**config.mk**
```make
export PLATFORM = sky130hd
export DESIGN_NAME = dma_chan_arbiter
export DESIGN_NICKNAME = d
export VERILOG_FILES = /design/src/rtl/dma_arb_pkg.sv /design/src/rtl/dma_arb_control.sv /design/src/rtl/dma_arb_datapath.sv /design/src/rtl/dma_chan_arbiter.sv
export SDC_FILE = /design/constraint.sdc
export NUM_CORES = 1
export LEC_CHECK = 0
export BUFFER_PORTS_ARGS = -buffer_cell sky130_fd_sc_hd__buf_2
export CORE_MARGIN = 8
export CORE_UTILIZATION = 60
export CTS_CLUSTER_SIZE = 20
export DETAILED_ROUTE_END_ITERATION = 12
export PLACE_DENSITY = 0.84
export SLEW_MARGIN = 10
export SYNTH_ARGS = -nofsm -noshare
export SYNTH_HDL_FRONTEND = slang
export SYNTH_HIERARCHICAL = 1
export SYNTH_SLANG_ARGS = --single-unit
```
**constraint.sdc**
```tcl
create_clock -name clk -period 6.4 [get_ports clk]
set_clock_uncertainty 0.1 [all_clocks]
set_input_delay 0.32 -clock clk [delete_from_list [all_inputs] [get_ports clk]]
set_output_delay 0.32 -clock clk [all_outputs]
set_load 0.05 [all_outputs]
```
**src/rtl/dma_arb_pkg.sv**
```systemverilog
package dma_arb_pkg;
  localparam int NUM_SLOTS = 8;
  localparam int IDX_W = $clog2(NUM_SLOTS);

  typedef struct packed {
    logic holdLoad;
    logic ptrAdvance;
  } arbStrobes_t;

  // channel occupying a given rank slot under a fixed policy (0..2)
  function automatic logic [IDX_W-1:0] rankChan(input logic [1:0] pol,
                                                input logic [IDX_W-1:0] slot);
    logic [1:0] low;
    low = slot[1:0];
    case (pol)
      2'd1: case (slot[1:0])
              2'd0: low = 2'd0;
              2'd1: low = 2'd2;
              2'd2: low = 2'd3;
              default: low = 2'd1;
            endcase
      2'd2: case (slot[1:0])
              2'd0: low = 2'd2;
              2'd1: low = 2'd0;
              2'd2: low = 2'd1;
              default: low = 2'd3;
            endcase
      default: low = slot[1:0];
    endcase
    return {slot[2], low};
  endfunction
endpackage

```
**src/rtl/dma_arb_control.sv**
```systemverilog
module dma_arb_control
  import dma_arb_pkg::*;
(
  input  logic        clk,
  input  logic        rst,
  input  logic        ctrlEnable,
  input  logic        engAccept,
  input  logic        anyReq,
  output logic        grantValid,
  output arbStrobes_t strobes
);
  always_comb begin
    grantValid = !rst && ctrlEnable && anyReq;
    strobes.holdLoad = grantValid && !engAccept;
    strobes.ptrAdvance = grantValid && engAccept;
  end


  disabled_no_grant_chk: assert property (@(posedge clk) disable iff (rst)
    !ctrlEnable |-> !grantValid);


  hold_excludes_advance_chk: assert property (@(posedge clk) disable iff (rst)
    !(strobes.holdLoad && strobes.ptrAdvance));
endmodule

```
**src/rtl/dma_arb_datapath.sv**
```systemverilog
module dma_arb_datapath
  import dma_arb_pkg::*;
#(
  parameter logic [NUM_SLOTS-1:0] PRESENT_MASK = 8'h3F
) (
  input  logic                 clk,
  input  logic                 rst,
  input  logic [NUM_SLOTS-1:0] chanReq,
  input  logic [1:0]           ctrlPolicy,
  input  arbStrobes_t          strobes,
  input  logic                 grantValid,
  output logic                 anyReq,
  output logic [IDX_W-1:0]     grantIdx,
  output logic [NUM_SLOTS-1:0] grantOneHot
);
  localparam logic [1:0] POL_ROUND = 2'd3;

  logic [NUM_SLOTS-1:0] reqMasked;
  logic [IDX_W-1:0]     fixedPick, rrPick, freshPick, chosen;
  logic [IDX_W-1:0]     holdIdx, rrPtr;
  logic                 holdValid, holdAlive;

  assign reqMasked = chanReq & PRESENT_MASK;
  assign anyReq    = |reqMasked;

  // fixed ranking: walk from lowest rank to highest so the best wins last
  always_comb begin
    fixedPick = '0;
    for (int s = NUM_SLOTS - 1; s >= 0; s--) begin
      if (reqMasked[rankChan(ctrlPolicy, IDX_W'(s))])
        fixedPick = rankChan(ctrlPolicy, IDX_W'(s));
    end
  end

  // rotating ranking starting at the pointer
  always_comb begin
    rrPick = '0;
    for (int k = NUM_SLOTS - 1; k >= 0; k--) begin
      if (reqMasked[rrPtr + IDX_W'(k)])
        rrPick = rrPtr + IDX_W'(k);
    end
  end

  assign freshPick = (ctrlPolicy == POL_ROUND) ? rrPick : fixedPick;
  assign holdAlive = holdValid && reqMasked[holdIdx];
  assign chosen    = holdAlive ? holdIdx : freshPick;
  assign grantIdx  = grantValid ? chosen : '0;

  for (genvar g = 0; g < NUM_SLOTS; g++) begin : gOneHot
    assign grantOneHot[g] = grantValid && (chosen == IDX_W'(g));
  end

  always_ff @(posedge clk) begin
    if (rst) begin
      holdValid <= 1'b0;
      holdIdx   <= '0;
      rrPtr     <= '0;
    end else begin
      holdValid <= strobes.holdLoad;
      if (strobes.holdLoad) holdIdx <= chosen;
      if (strobes.ptrAdvance) rrPtr <= chosen + IDX_W'(1);
    end
  end


  ptr_advance_chk: assert property (@(posedge clk) disable iff (rst)
    strobes.ptrAdvance |=> rrPtr == $past(grantIdx) + IDX_W'(1));


  ptr_still_chk: assert property (@(posedge clk) disable iff (rst)
    !strobes.ptrAdvance |=> $stable(rrPtr));


  absent_never_granted_chk: assert property (@(posedge clk) disable iff (rst)
    (grantOneHot & ~PRESENT_MASK) == '0);


  grant_held_chk: assert property (@(posedge clk) disable iff (rst)
    strobes.holdLoad |=> (!(grantValid && chanReq[$past(grantIdx)]) ||
                          grantIdx == $past(grantIdx)));
endmodule

```
**src/rtl/dma_chan_arbiter.sv**
```systemverilog
module dma_chan_arbiter
  import dma_arb_pkg::*;
#(
  parameter logic [7:0] PRESENT_MASK = 8'h3F
) (
  input  logic       clk,
  input  logic       rst,
  input  logic [7:0] chanReq,
  input  logic       ctrlEnable,
  input  logic [1:0] ctrlPolicy,
  input  logic       engAccept,
  output logic [7:0] grantOneHot,
  output logic [2:0] grantIdx,
  output logic       grantValid
);
  arbStrobes_t strobes;
  logic        anyReq;

  dma_arb_control u_ctrl (
    .clk(clk), .rst(rst), .ctrlEnable(ctrlEnable), .engAccept(engAccept),
    .anyReq(anyReq), .grantValid(grantValid), .strobes(strobes)
  );

  dma_arb_datapath #(.PRESENT_MASK(PRESENT_MASK)) u_dp (
    .clk(clk), .rst(rst), .chanReq(chanReq), .ctrlPolicy(ctrlPolicy),
    .strobes(strobes), .grantValid(grantValid), .anyReq(anyReq),
    .grantIdx(grantIdx), .grantOneHot(grantOneHot)
  );


  grant_onehot_chk: assert property (@(posedge clk) disable iff (rst)
    $onehot0(grantOneHot) && (grantValid == (grantOneHot != '0)));


  valid_needs_request_chk: assert property (@(posedge clk) disable iff (rst)
    grantValid |-> ctrlEnable && ((chanReq & PRESENT_MASK) != '0));
endmodule

```
==> results.yml, run 1 <==
run_status:
  status: "completed"
logic_synthesis:
  synth_area_leaders: "mux4_2, dfxtp_1, ha_1, mux2_2, mux2i_1"
  ys.flop_type: "dfxtp_1"
  synth_nets: 249
  ys_seq_area_share_pct: 8.217
  syn_inst: 225
  ys.warnings.count: 6
  synthArstFlopShare_pct: 0
  synth_top_area_cell: "mux4_2"
  yosys.area.top_type_share_pct: 10.56
  syn_avg_cell_area_um2: 7.579
  ys_ff_latch: 7
  syn_area_um2: 1705
  synth_edf_count: 0
  ys_types: 61
power:
  leakage_nw: 0.7122
  ir_drop_mv: 0.1147
  total_power_mw: 0.2329
  power.density_nw_per_um2: 128.3
critical_path:
  crit_top_cell: "ha_1"
  cpPeakStageDelay_ns: 0.70
  reg2reg_slack_ns: 2.23
  crit_path_start: "u_dp/rrPtr[1]$_SDFFE_PP0P_"
  critical_path.startpoint_type: "flip-flop"
  cp.arrival_ns: 4.25
  cpMaxStageDelayCell: "dfxtp_1"
  r2r-start: "u_dp/rrPtr[1]$_SDFFE_PP0P_"
  crit_path_end_kind: "output port"
  crit_type: "flip-flop to output port"
  required_ns: 5.98
  crit_chain: "inv_1 -> ha_1 -> mux4_2 -> and2_1 -> o31a_1 -> o2111ai_1 -> nand3_1 -> a21oi_1 -> inv_1 -> ha_1 -> ha_1 -> and2_1 -> buf_2"
  critPathMaxFanout: 17
sta:
  final-hold-violation-count: 0
  maxSlewViolCount: 0
  slew_headroom_pct: 47.48
  whs_ns: 0.2674
  period_share_pct: 73.00
  rsz0062_at_grt: "false"
  fmax_mhz: 214.1
  setup_viol: 0
  period_minus_slack_ns: 4.672
  setup_ws_ns: 1.728
  worst_pin_slew_ns: 0.7659
  fin_setup_tns_ns: 0
clock_tree:
  cts_tree: "done"
  cts_buffer_depth: 2
  cts_resized: 0
  hold_buffers: 0
  cts-buffers-inserted: 3
  clkLatencyLatePin_ns: 0.25
  clock_sink_count: 7
  cts.clk_slew.worst_paths_ns: 0.05
  post_cts_buffers: 0
  h-tree-depth: 1
  root_buffer: "clkbuf_4"
layout:
  fin_util_pct: 66.41
  fin_nets: 261
  fin_area_um2: 1815
  final-instance-count-excl-fill: 267
  diodes: 0
  area_growth_pct: 6.456
  mostFrequentLayoutCell: "buf_2"
  layout_common_cells: "buf_2, nand2_1, nor2_1"
  drive_gt1_share_pct: 20.76
route:
  wl_um: 4242
  wl_per_cell_um: 15.89
  viasPerCell: 6.487
  drt_iter0_drc: 130
  vias: 1732
  route.detailed.drc: 0
  first_pass_iters: 5
  ant_nets: 0
global_route:
  grt_pass1_vias: 1565
  grt_overflow: 0
  grt_usage_pct: 16.46
  grt_pass1_wl_um: 7079
  antenna_found_initial: 0
  grt_start_max_net_pins: 26
placement:
  dpl_cell_area_um2: 1789
  dpl.hpwl_um: 3251
  gp_congestion: 0.9612
  dp_slack_ns: 2.065
  portBuffers: 23
  dp_cells: 263
floorplan:
  die_x_um: 69.32
  initial_core_util_pct: 62.38
  die_h_um: 69.32
  fp.coreArea_um2: 2734
  dieArea_um2: 4805
  placement_rows: 19
  io_pins: 26
min_path:
  hold_class: "input pin to flip-flop"
  hold_start: "rst"
run:
  drv_cap: 0
-- registers in the layout (all words and copies together), names as in the netlist --
signal          count
u_dp/holdIdx        3
u_dp/rrPtr          3
u_dp/holdValid      1
-- critical path: cells and delay by family, from the launching register on --
| kind | cells | cell delay (ns) |
|---|---|---|
| fa+ha+maj | 3 | 1.02 |
| compound gates | 3 | 0.79 |
| flops | 1 | 0.70 |
| buf+inv | 3 | 0.54 |
| simple gates | 3 | 0.49 |
| mux | 1 | 0.45 |
-- synth_stat cells (2+ instances only) --
| master | count |
|---|---|
| ha_1 | 10 |
| nor3_1 | 10 |
| o211ai_1 | 2 |
| dfxtp_1 | 7 |
| nand3b_1 | 4 |
| o31a_1 | 2 |
| o21ai_0 | 8 |
| clkbuf_1 | 14 |
| mux2_2 | 7 |
| o21ai_1 | 3 |
| nand2_1 | 18 |
| nand3_1 | 9 |
| buf_6 | 2 |
| a21oi_1 | 9 |
| mux4_2 | 8 |
| buf_2 | 2 |
| nor2_1 | 17 |
| a22o_1 | 2 |
| and2_1 | 7 |
| nand2b_1 | 3 |
| o31ai_1 | 5 |
| nor2b_1 | 9 |
| o21a_1 | 2 |
| inv_1 | 13 |
| xnor2_1 | 2 |
| mux2i_1 | 7 |
| a211oi_1 | 4 |
| o41ai_1 | 2 |
| a21o_1 | 2 |
| nor4_1 | 3 |
| or3_1 | 2 |
-- metal layers --
metal  vias up  global-route usage (%)  share of wire [%]  wire (µm)
li1        865                       -                  -          -
met1       791                   22.15                 46       1963
met2        72                   26.23                 44       1883
met3         4                   2.575                8.0        339
met4         0                   4.556                1.3         56
met5         -                       0                  0          0
-- worst paths after layout --
| path | end | cells after the start |
|---|---|---|
| worst min register to register | u_dp/holdIdx[2]$_SDFFE_PP0P_ | 2 |
| worst max register to register | u_dp/rrPtr[2]$_SDFFE_PP0P_ | 13 |
| worst min-delay path | u_dp/rrPtr[0]$_SDFFE_PP0P_ | 2 |
| worst max-delay path | grantOneHot[7] | 13 |
-- power by group --
group	switching, mW	internal (mW)	total (mW)
sequential	0.00305	0.0455	0.0486
combinational	0.0861	0.0579	0.144
clock	0.0165	0.0238	0.0403
-- area by class of cell --
cell class / count / area [µm²]
multi-input cells: 187 / 1431
fillers: 238 / 918.4
flip-flops and latches: 7 / 140.1
repair buffers: 25 / 130.1
inverters: 13 / 48.80
well taps: 31 / 38.79
clock buffers: 4 / 26.28
-- kinds of logic (layout without fill, tap and decap cells) --
group           count (synthesis)  count (layout)  synth area share [%]
compound gates                 61              61                 26.85
simple gates                   89              89                 27.22
buf+inv                        31              42                 7.850
mux                            24              24                 20.98
xor+xnor                        3               3                 1.541
flops                           7               7                 8.217
fa+ha+maj                      10              10                 7.337
(Power assumes the default switching activity.)
==> run 2: changes to the inputs <==
Settings changed: CORE_UTILIZATION 60 to 52, PLACE_DENSITY 0.84 to 0.77.
Clock period 6.4 ns to 3.86 ns, I/O delays scaled along.
==> results.yml, run 2 (synthesis results as in run 1) <==
critical_path:
  reg2reg_to: "u_dp/rrPtr[2]$_SDFFE_PP0P_"
  r2r-start: "u_dp/rrPtr[0]$_SDFFE_PP0P_"
  crit_type: "flip-flop to output port"
  reg2reg_slack_ns: 0.53
  critical_path.startpoint_type: "flip-flop"
  cpMaxStageDelayCell: "mux4_2"
  cpPeakStageDelay_ns: 0.43
  crit_chain: "inv_1 -> ha_1 -> mux4_2 -> nand2_1 -> a21oi_2 -> o31ai_1 -> mux2_4 -> o32a_4 -> inv_1 -> ha_1 -> nand2_1 -> nor2b_1 -> clkbuf_4"
  crit_path_end_kind: "output port"
  critPathMaxFanout: 8
  r2r_cells: 12
  cp.arrival_ns: 3.44
  required_ns: 3.57
layout:
  fin_util_pct: 60.73
  diodes: 0
  layout_common_cells: "buf_2, nand2_1, nor2_1"
  area_growth_pct: 9.611
  final-instance-count-excl-fill: 282
  fin_nets: 263
  mostFrequentLayoutCell: "buf_2"
  drive_gt1_share_pct: 22.27
  top_regs: "u_dp/holdIdx (3), u_dp/rrPtr (3), u_dp/holdValid (1)"
global_route:
  busiest_layer: "met2"
  grt_start_max_net_pins: 25
  met1_usage_pct: 21.46
  grt_util_met2_pct: 27.31
  grt_overflow: 0
  grt_usage_pct: 16.54
  use_met3_pct: 2.993
  grt_pass1_wl_um: 7369
  grt_pass1_vias: 1598
  antenna_found_initial: 0
min_path:
  holdPathEnd: "u_dp/holdIdx[0]$_SDFFE_PP0P_"
  hold_start: "rst"
  hold_class: "input pin to flip-flop"
  hold_depth: 2
route:
  vias: 1793
  first_pass_iters: 5
  wl_per_cell_um: 15.63
  viasPerCell: 6.358
  ant_nets: 0
  drt_iter0_drc: 169
  wl_um: 4409
  route.detailed.drc: 0
run_status:
  status: "completed"
sta:
  final-hold-violation-count: 0
  period_minus_slack_ns: 3.733
  worst_pin_slew_ns: 0.7274
  period_share_pct: 96.70
  maxSlewViolCount: 0
  setup_viol: 0
  slew_headroom_pct: 50.12
  fmax_mhz: 267.9
clock_tree:
  clock_sink_count: 7
  cts_resized: 0
  cts_buffer_depth: 2
  cts-buffers-inserted: 3
  cts_tree: "done"
  root_buffer: "clkbuf_4"
  cts.clk_slew.worst_paths_ns: 0.06
  clkLatencyLatePin_ns: 0.26
  h-tree-depth: 1
  hold_buffers: 0
  post_cts_buffers: 0
floorplan:
  die_x_um: 73.27
  io_pins: 26
  initial_core_util_pct: 55.41
  placement_rows: 20
  die_h_um: 73.27
  dieArea_um2: 5368
  fp.coreArea_um2: 3078
placement:
  dp_cells: 278
  portBuffers: 23
  gp_congestion: 0.9014
  dpl.hpwl_um: 3305
power:
  power.density_nw_per_um2: 211.1
  total_power_mw: 0.3945
  ir_drop_mv: 0.1996
  leakage_nw: 0.7280
run:
  drv_cap: 0
## run 2: cell types whose count changed in the layout (fill, tap and decap cells not counted)
| cell | previous run | this run |
|---|---|---|
| buf_4 | 2 | 3 |
| buf_2 | 23 | 21 |
| a21oi_1 | 9 | 8 |
| clkbuf_1 | 1 | 0 |
| clkbuf_4 | 3 | 5 |
| a21oi_2 | 1 | 2 |
| buf_12 | 0 | 1 |
| clkinv_2 | 0 | 1 |
## run 2: how the worst max path moves through the flow
stage / to / cells after the start / startpoint / slack, ns
floorplan: grantOneHot[6] / 14 / u_dp/rrPtr[0]$_SDFFE_PP0P_ / 0.02
global placement: grantOneHot[7] / 13 / u_dp/rrPtr[1]$_SDFFE_PP0P_ / 0.42
detailed placement: grantOneHot[7] / 13 / u_dp/rrPtr[0]$_SDFFE_PP0P_ / 0.38
CTS: grantOneHot[7] / 13 / u_dp/rrPtr[0]$_SDFFE_PP0P_ / 0.11
global route: grantOneHot[4] / 13 / u_dp/rrPtr[0]$_SDFFE_PP0P_ / -0.04
finish: grantOneHot[4] / 13 / u_dp/rrPtr[0]$_SDFFE_PP0P_ / 0.13
## run 2: cell type report
cell class	count	area [µm²]
multi-input combinational	187	1435
fill	289	1209
timing repair buffer	27	162.7
sequential	7	140.1
tap	44	55.05
inverter	13	48.80
clock buffer	3	22.52
clock inverter	1	5.005
## run 2: per-stage QoR
stage	setup WS (ns)	area, µm²	hold WS (ns)	TNS (ns)
3_3_place_gp	0.4217	1833	0.3788	0
2_1_floorplan	0.01518	1705	0.3575	0
6_report	0.1272	1869	0.1373	0
5_1_grt	-0.03633	1869	0.1394	-0.03633
3_5_place_dp	0.3835	1833	0.3798	0
4_1_cts	0.1053	1861	0.1281	0
## run 2: where the power goes
part	internal, mW	total (mW)	switching, mW
Sequential	0.0755	0.0783	0.00279
Combinational	0.101	0.248	0.148
Clock	0.0380	0.0681	0.0301
## run 2: metal layers
metal,up-vias,routed length (µm)
li1,869,-
met1,869,1997
met2,49,2180
met3,6,173
met4,0,58
met5,-,0
## run 2: worst max-delay path: cells and delay by family, from the launching register on
kind | cells | cell delay [ns]
adders and majority gates | 2 | 0.51
DFF | 1 | 0.38
muxes | 2 | 0.78
AOI/OAI and AO/OA | 3 | 0.72
buffers and inverters | 3 | 0.41
and+or+nand+nor | 3 | 0.38
==> run 3: changes to the inputs <==
Settings changed: CORE_UTILIZATION 52 to 35, PLACE_DENSITY 0.77 to default, RECOVER_POWER from default to 100, TNS_END_PERCENT from default to 10.
==> results.yml, run 3 (synthesis results as in run 1) <==
global_route:
  grt_start_max_net_pins: 25
  grt_pass1_vias: 1636
  grt_pass1_wl_um: 8224
  antenna_found_initial: 0
  grt_usage_pct: 13.34
  grt_overflow: 0
power:
  leakage_nw: 0.7160
  ir_drop_mv: 0.1547
  power.density_nw_per_um2: 223.7
critical_path:
  cp.arrival_ns: 3.39
  cpMaxStageDelayCell: "mux4_2"
  reg2reg_slack_ns: 0.51
  critical_path.startpoint_type: "flip-flop"
  cpPeakStageDelay_ns: 0.42
  crit_path_end_kind: "output port"
  critPathMaxFanout: 8
  crit_chain: "inv_1 -> ha_1 -> mux4_2 -> nand2_1 -> a21oi_1 -> o31ai_1 -> mux2_4 -> o32a_4 -> ha_1 -> ha_1 -> and2_0 -> buf_2"
  crit_top_cell: "ha_1"
  required_ns: 3.57
  crit_type: "flip-flop to output port"
  r2r_cells: 12
sta:
  rsz0062_at_grt: "false"
  period_share_pct: 95.42
  setup_viol: 0
  period_minus_slack_ns: 3.683
  maxSlewViolCount: 0
  slew_headroom_pct: 53.54
  final-hold-violation-count: 0
  fin_setup_tns_ns: 0
  fmax_mhz: 271.5
  worst_pin_slew_ns: 0.6880
layout:
  fillCellCount: 492
  fin_nets: 264
  fin_area_um2: 1904
  layout_common_cells: "nand2_1, nor2_1, inv_1"
  diodes: 0
  top_regs: "u_dp/holdIdx (3), u_dp/rrPtr (3), u_dp/holdValid (1)"
  area_growth_pct: 11.67
  mostFrequentLayoutCell: "nand2_1"
  drive_gt1_share_pct: 20.08
route:
  drt_iter0_drc: 130
  ant_nets: 0
  wl_um: 4654
  vias: 1739
  route.detailed.drc: 0
  first_pass_iters: 4
  viasPerCell: 5.683
  wl_per_cell_um: 15.21
clock_tree:
  cts-buffers-inserted: 3
  root_buffer: "clkbuf_8"
  cts_buffer_depth: 2
  cts_tree: "done"
  clkLatencyLatePin_ns: 0.23
  clock_sink_count: 7
  post_cts_buffers: 0
  h-tree-depth: 1
  cts.clk_slew.worst_paths_ns: 0.04
floorplan:
  die_h_um: 85.81
  io_pins: 26
  dieArea_um2: 7363
  fp.coreArea_um2: 4723
  placement_rows: 25
  initial_core_util_pct: 36.11
  die_x_um: 85.81
placement:
  dpl.hpwl_um: 3547
  portBuffers: 23
  dpl_cell_area_um2: 1857
  gp_congestion: 0.8542
run_status:
  status: "completed"
min_path:
  hold_depth: 2
  hold_class: "input pin to flip-flop"
run:
  drv_cap: 0
[run 3: changes by cell type in the layout (fill, tap and decap cells not counted), moves of 2 or more]
cell	before	now
buf_2	21	12
buf_4	3	5
clkbuf_1	0	5
clkbuf_2	0	7
clkbuf_4	5	0
clkbuf_8	0	3
[run 3: area by class of cell]
| cell class | count | area [µm²] | share of cell area [%] |
|---|---|---|---|
| multi-input combinational | 187 | 1439 | 75.56 |
| timing repair buffer | 28 | 147.6 | 7.753 |
| sequential | 7 | 140.1 | 7.359 |
| tap | 67 | 83.83 | 4.402 |
| inverter | 13 | 48.80 | 2.562 |
| clock buffer | 4 | 45.04 | 2.365 |
[run 3: metrics by stage]
stage	instances	power (mW)	setup WS (ns)	hold WS (ns)	utilization, %
6_report	306	0.4260	0.1769	0.1697	40.32
3_3_place_gp	302	0.3221	0.3378	0.3803	39.31
5_1_grt	306	0.4614	0.01956	0.1934	40.32
3_5_place_dp	302	0.3233	0.3042	0.3819	39.31
4_1_cts	306	0.4286	0.04914	0.1623	40.26
2_1_floorplan	225	0.2719	0.01518	0.3575	-
[run 3: what timing repair did]
action                                  CTS  global route
hold buffers                              0             0
resized for setup                         0             3
endpoints found under the setup margin    0             9
[run 3: worst paths after layout]
check                                                  start                      endpoint
worst max-delay path              u_dp/rrPtr[1]$_SDFFE_PP0P_                grantOneHot[7]
worst min-delay path                                     rst    u_dp/rrPtr[0]$_SDFFE_PP0P_
worst max register to register    u_dp/rrPtr[1]$_SDFFE_PP0P_    u_dp/rrPtr[2]$_SDFFE_PP0P_
worst min register to register  u_dp/holdIdx[2]$_SDFFE_PP0P_  u_dp/holdIdx[2]$_SDFFE_PP0P_
[run 3: routing by layer]
layer | routed length, µm | part of all wire (%) | vias to the layer above | GRT usage, %
met5 | 0 | 0 | - | 0
li1 | - | - | 868 | -
met4 | 31 | 0.67 | 0 | 2.229
met2 | 2363 | 51 | 41 | 22.71
met1 | 2038 | 44 | 826 | 17.36
met3 | 220 | 4.7 | 4 | 2.101
[run 3: worst max-delay path, delay by kind of cell (launching register included)]
kind,cells,cell delay [ns]
compound gates,3,0.76
fa+ha+maj,3,0.76
buf+inv,2,0.30
flops,1,0.32
mux,2,0.78
simple gates,2,0.25
[run 3: report_power, final]
part / internal, mW / switching [mW] / total (mW)
logic: 0.0991 / 0.147 / 0.246
registers: 0.0759 / 0.00238 / 0.0783
clock network: 0.0713 / 0.0299 / 0.101
